==> src/rtl/acc_pipe_pkg.sv <==
package acc_pipe_pkg;

    typedef enum logic [2:0] {
        OP_JMP  = 3'b000,
        OP_JREL = 3'b001,
        OP_LDN  = 3'b010,
        OP_STO  = 3'b011,
        OP_SUBA = 3'b100,
        OP_SUBB = 3'b101,
        OP_SKN  = 3'b110,
        OP_HALT = 3'b111
    } opcode_e;

    typedef enum logic [1:0] {
        ST_FILL,
        ST_RUN,
        ST_REDIR,
        ST_HALT
    } state_e;

endpackage

==> src/rtl/acc_pipe_ctrl.sv <==
module acc_pipe_ctrl
    import acc_pipe_pkg::*;
(
    input  logic clk,
    input  logic rst_n,
    input  logic take,
    input  logic halt_req,
    output logic fetch_en,
    output logic exec_en,
    output logic redirect,
    output logic halted
);

    state_e state_q, state_d;

    // state register
    always_ff @(posedge clk) begin
        if (!rst_n) state_q <= ST_FILL;
        else        state_q <= state_d;
    end

    // next state
    always_comb begin
        state_d = state_q;
        unique case (state_q)
            ST_FILL:  state_d = ST_RUN;
            ST_RUN: begin
                if (halt_req)  state_d = ST_HALT;
                else if (take) state_d = ST_REDIR;
            end
            ST_REDIR: state_d = ST_RUN;
            ST_HALT:  state_d = ST_HALT;
        endcase
    end

    // outputs
    always_comb begin
        fetch_en = 1'b0;
        exec_en  = 1'b0;
        redirect = 1'b0;
        halted   = 1'b0;
        unique case (state_q)
            ST_FILL:  fetch_en = 1'b1;
            ST_RUN: begin
                exec_en  = 1'b1;
                fetch_en = !halt_req;
            end
            ST_REDIR: begin
                fetch_en = 1'b1;
                redirect = 1'b1;
            end
            ST_HALT:  halted = 1'b1;
        endcase
    end

endmodule

==> src/rtl/acc_pipe_fetch.sv <==
module acc_pipe_fetch #(
    parameter int ADDR_W = 13,
    parameter int WORD_W = 16
) (
    input  logic              clk,
    input  logic              rst_n,
    input  logic              fetch_en,
    input  logic              redirect,
    input  logic [ADDR_W-1:0] tgt,
    input  logic [WORD_W-1:0] imem_rdata,
    output logic [ADDR_W-1:0] imem_addr,
    output logic [ADDR_W-1:0] pc,
    output logic [WORD_W-1:0] ir
);

    assign imem_addr = redirect ? tgt : pc;

    // sole writer of the program counter and instruction register
    always_ff @(posedge clk) begin
        if (!rst_n) begin
            pc <= '0;
            ir <= '0;
        end else if (fetch_en) begin
            ir <= imem_rdata;
            pc <= imem_addr + ADDR_W'(1);
        end
    end

endmodule

==> src/rtl/acc_pipe_exec.sv <==
module acc_pipe_exec
    import acc_pipe_pkg::*;
#(
    parameter int ADDR_W = 13,
    parameter int WORD_W = 16
) (
    input  logic              clk,
    input  logic              rst_n,
    input  logic              exec_en,
    input  logic [WORD_W-1:0] ir,
    input  logic [ADDR_W-1:0] pc,
    input  logic [WORD_W-1:0] dmem_rdata,
    output logic [ADDR_W-1:0] dmem_addr,
    output logic              dmem_we,
    output logic [WORD_W-1:0] dmem_wdata,
    output logic [ADDR_W-1:0] acc,
    output logic [ADDR_W-1:0] tgt_q,
    output logic              take,
    output logic              halt_req
);

    localparam int OPC_W = WORD_W - ADDR_W;

    opcode_e           op;
    logic [ADDR_W-1:0] mword;
    logic [ADDR_W-1:0] acc_d;
    logic [ADDR_W-1:0] tgt_d;

    assign op         = opcode_e'(ir[WORD_W-1 -: OPC_W]);
    assign dmem_addr  = ir[ADDR_W-1:0];
    assign mword      = dmem_rdata[ADDR_W-1:0];
    assign dmem_wdata = {{OPC_W{acc[ADDR_W-1]}}, acc};

    always_comb begin
        acc_d    = acc;
        tgt_d    = tgt_q;
        take     = 1'b0;
        halt_req = 1'b0;
        dmem_we  = 1'b0;
        if (exec_en) begin
            unique case (op)
                OP_JMP: begin
                    take  = 1'b1;
                    tgt_d = mword;
                end
                OP_JREL: begin
                    take  = 1'b1;
                    tgt_d = pc + mword;
                end
                OP_LDN:           acc_d   = -mword;
                OP_STO:           dmem_we = 1'b1;
                OP_SUBA, OP_SUBB: acc_d   = acc - mword;
                OP_SKN: begin
                    take  = acc[ADDR_W-1];
                    tgt_d = acc[ADDR_W-1] ? pc + ADDR_W'(1) : tgt_q;
                end
                OP_HALT:          halt_req = 1'b1;
            endcase
        end
    end

    // sole writer of the accumulator and branch-target register
    always_ff @(posedge clk) begin
        if (!rst_n) begin
            acc   <= '0;
            tgt_q <= '0;
        end else begin
            acc   <= acc_d;
            tgt_q <= tgt_d;
        end
    end

endmodule

==> src/rtl/acc_pipe_core.sv <==
module acc_pipe_core
    import acc_pipe_pkg::*;
#(
    parameter int ADDR_W = 13,
    parameter int WORD_W = 16
) (
    input  logic              clk,
    input  logic              rst_n,
    output logic [ADDR_W-1:0] imem_addr,
    input  logic [WORD_W-1:0] imem_rdata,
    output logic [ADDR_W-1:0] dmem_addr,
    input  logic [WORD_W-1:0] dmem_rdata,
    output logic              dmem_we,
    output logic [WORD_W-1:0] dmem_wdata,
    output logic [ADDR_W-1:0] acc_out,
    output logic [ADDR_W-1:0] pc_out,
    output logic              halted
);

    logic              fetch_en, exec_en, redirect, take, halt_req;
    logic [ADDR_W-1:0] pc, tgt_q, acc;
    logic [WORD_W-1:0] ir;

    acc_pipe_ctrl u_ctrl (
        .clk      (clk),
        .rst_n    (rst_n),
        .take     (take),
        .halt_req (halt_req),
        .fetch_en (fetch_en),
        .exec_en  (exec_en),
        .redirect (redirect),
        .halted   (halted)
    );

    acc_pipe_fetch #(.ADDR_W(ADDR_W), .WORD_W(WORD_W)) u_fetch (
        .clk        (clk),
        .rst_n      (rst_n),
        .fetch_en   (fetch_en),
        .redirect   (redirect),
        .tgt        (tgt_q),
        .imem_rdata (imem_rdata),
        .imem_addr  (imem_addr),
        .pc         (pc),
        .ir         (ir)
    );

    acc_pipe_exec #(.ADDR_W(ADDR_W), .WORD_W(WORD_W)) u_exec (
        .clk        (clk),
        .rst_n      (rst_n),
        .exec_en    (exec_en),
        .ir         (ir),
        .pc         (pc),
        .dmem_rdata (dmem_rdata),
        .dmem_addr  (dmem_addr),
        .dmem_we    (dmem_we),
        .dmem_wdata (dmem_wdata),
        .acc        (acc),
        .tgt_q      (tgt_q),
        .take       (take),
        .halt_req   (halt_req)
    );

    assign acc_out = acc;
    assign pc_out  = pc;

endmodule

==> config.mk <==
export PLATFORM = sky130hd
export DESIGN_NAME = acc_pipe_core
export DESIGN_NICKNAME = d
export VERILOG_FILES = /design/src/rtl/acc_pipe_pkg.sv /design/src/rtl/acc_pipe_ctrl.sv /design/src/rtl/acc_pipe_fetch.sv /design/src/rtl/acc_pipe_exec.sv /design/src/rtl/acc_pipe_core.sv
export SDC_FILE = /design/constraint.sdc
export NUM_CORES = 1
export LEC_CHECK = 0
export ABC_AREA = 1
export BUFFER_PORTS_ARGS = -buffer_cell sky130_fd_sc_hd__buf_2
export CAP_MARGIN = 20
export CORE_MARGIN = 2
export CORE_UTILIZATION = 39
export DETAILED_ROUTE_END_ITERATION = 10
export MAX_ROUTING_LAYER = met4
export PLACE_DENSITY = 0.72
export SLEW_MARGIN = 10
export SYNTH_ARGS = -nofsm -noshare
export SYNTH_HDL_FRONTEND = slang
export SYNTH_HIERARCHICAL = 1
export SYNTH_SLANG_ARGS = --single-unit
==> constraint.sdc <==
create_clock -name clk -period 3.15 [get_ports clk]
set_input_delay 0 -clock clk [delete_from_list [all_inputs] [get_ports clk]]
set_output_delay 0 -clock clk [all_outputs]
set_load 0.005 [all_outputs]
==> impl_results.md <==
* RSZ-0062 raised after global routing: no
* TritonCTS Buffers at 9
* Seq cells post-synth at 57
* CP Capture Type: flip-flop
* R2R depth at 13
* Final #Nets at 879
* Detailed Routing Iterations Pass 1 at 5
* DIE HEIGHT at 113 um
* Dpl ws at 0.638 ns
* Crit share post-route at 81.5%
* Root Buffer: clkbuf_16
* Relative slew slack at 55.9%
* Hpwl dp at 8990 um
* 1st-iter DRT viols at 272
* Clock slew at reported path FFs at 0.06 ns
* Initial antenna violation count at 1
* Maximum VDD drop at 0.255 mV
* Syn_nets at 794
* Ys Warns at 6
* Final setup vio count at 0
* Starting density of the core at 40.1%
* Max Freq at 390 MHz
* Vias at 4697
* All-layer global routing usage at 20.6%
* Io pins at 104
* Top post-synthesis cells by area: dfxtp_1 (25%), nand2_1 (13%), inv_1 (9.1%)
* Internal power at 1590 uW
* Min cycle time layout at 2.57 ns
* Hold Path Class: in -> reg
* Overall routed net length at 12200 um
* Final Util at 47.5%
* Setup TNS at 0 ns
* Post-CTS setup buffer count at 0
* Power Density at 423 nW/um2
* CP Class: reg -> reg
* Final Hold Viols at 0
* Mapped Area at 4600 um2
* Flop pwr share at 35.8%
* CP required at 3.41 ns
* Logic gate share of total power at 22.0%
* Input/output buffers at 100
* Maximum clock path buffer count at 2
* Die W at 113 um
* RD Place Congestion at 0.917
* Worst clock skew at 0.00850 ns
* P_sw at 714 uW
* Resized Gates After CTS at 0
* Cell Rows at 39
* Vias in the first global route at 4249
* Worst Max-Slew Pin Slew at 0.660 ns
* Leakage power at 0.00299 uW
* Most frequent cells in the layout: nand2_1 (162), inv_1 (112), buf_2 (100), nor2_1 (100), dfxtp_1 (57)
* Hold Path Stages at 3
* Yosys top cell area share at 24.8%
* Cells after Synth at 733
* Die area at 12700 um2
* Max_cap viols at 0
* Total congestion overflow at 0
* Unique masters post-synth at 40
* Layout cells sized above 1 at 20.2%
* DR WL/cell at 12.7 um
* WP data arrival at 2.83 ns
* Worst hold slack at 0.0200 ns
* Clock power frac at 42.2%
* Clk_lat worst skew at 0.33 ns
* Final ANT Viol Nets at 0
* Synth area leader: dfxtp_1
* Switching Share at 31.0%
* Outcome: finished clean
* Htree depth at 3
* Core area at 11500 um2
* CP Launch Type: flip-flop
* Via/cell ratio at 4.86
* CTS tree: done
* Syn avg cell area at 6.27 um2
* Most common cell after layout, fill and taps aside: nand2_1
* Largest net degree at the start of global routing at 41
* Fillers at 1179
* Power Total at 2300 uW
* Setup slack after layout at 0.583 ns
* CTS Sinks at 57
* First-pass GRT wire length at 20500 um
* DRC Markers at 0
* Area growth, synth to finish at 18.5%
* CP max FO at 15
* Max Slew Vio Count at 0
* Register area share after synthesis at 24.8%
[worst paths after layout]
kind / start / to / slack [ns]
setup reg to reg: u_fetch/ir[13] / u_exec/tgt_q[6] / 0.58
hold / removal: dmem_rdata[6] / u_exec/tgt_q[6] / 0.02
hold reg to reg: u_fetch/ir[1] / u_fetch/ir[1] / 0.49
setup / recovery: u_fetch/ir[13] / u_exec/tgt_q[6] / 0.58
[sequential cells by signal, summed over array words and instances (netlist names)]
name and count:
u_fetch/ir 16, u_ctrl/state_q 2, u_exec/tgt_q 13, u_fetch/pc 13, u_exec/acc 13
[timing repair]
action                     in CTS  in global routing
setup endpoints to repair       0                  0
hold buffers                   18                  0
hold endpoints to repair       19                  0
[logic make-up (layout without fill, tap and decap cells)]
family / Yosys count / after routing / synth area share [%]
simple gates: 355 / 355 / 34.3
other cells: 0 / 1 / 0
fa+ha+maj: 27 / 27 / 7.68
xor+xnor: 14 / 14 / 2.67
buf+inv: 167 / 256 / 17.3
compound gates: 113 / 113 / 13.3
flops: 57 / 57 / 24.8
[cells in the mapped netlist, drive strengths merged]
cell,n
nand2,183
inv,117
nor2,108
dfxtp,57
a21oi,54
o21ai,51
nand3,46
buf,37
ha,25
nand4,11
clkbuf,10
xnor2,9
xor2,5
or2,4
clkinv,3
o21bai,3
a31oi,2
fa,2
nand3b,2
o211ai,2
a211oi,1
nand2b,1
[stage by stage]
step                      cell area [um2]  cells
after floorplan                      4600    733
after global placement               4970    932
after detailed placement             4970    932
after CTS                            5440    965
after global routing                 5450    966
final                                5450    966
[routing by layer]
layer	GRT usage [%]	wire, um	vias up
li1	-	-	2447
met4	6.10	139	0
met5	-	0	-
met3	4.21	610	13
met2	33.3	5740	117
met1	26.1	5740	2120
[cell type report]
cell class | count | area [um2] | share of cell area (%)
repair buffers | 121 | 703 | 12.9
well taps | 143 | 179 | 3.29
inverters | 120 | 462 | 8.48
clock buffers | 9 | 225 | 4.14
multi-input cells | 509 | 2670 | 48.9
diodes | 1 | 2.50 | 0.0459
flip-flops and latches | 57 | 1140 | 21.0
clock inverters | 6 | 68.8 | 1.26
[worst max-delay path, cell delays in order (launching register included)]
cell      delay, ns
dfxtp_1        0.35
inv_2          0.08
nand3_4        0.18
clkinv_2       0.09
or2_2          0.28
ha_1           0.22
fa_1           0.45
nand3_1        0.11
nand3_1        0.18
a21oi_1        0.23
nor2_1         0.06
nor2_1         0.08
nand2_1        0.06
a21oi_1        0.11
[power by group through the flow]
stage	Combinational [uW]	Sequential, uW	Clock (uW)
floorplan	368	830	0
global placement	477	842	0
detailed placement	483	842	0
CTS	504	827	998
global route	578	834	1030
finish	506	826	973
No activity file was read; power rests on OpenSTA's default activity.
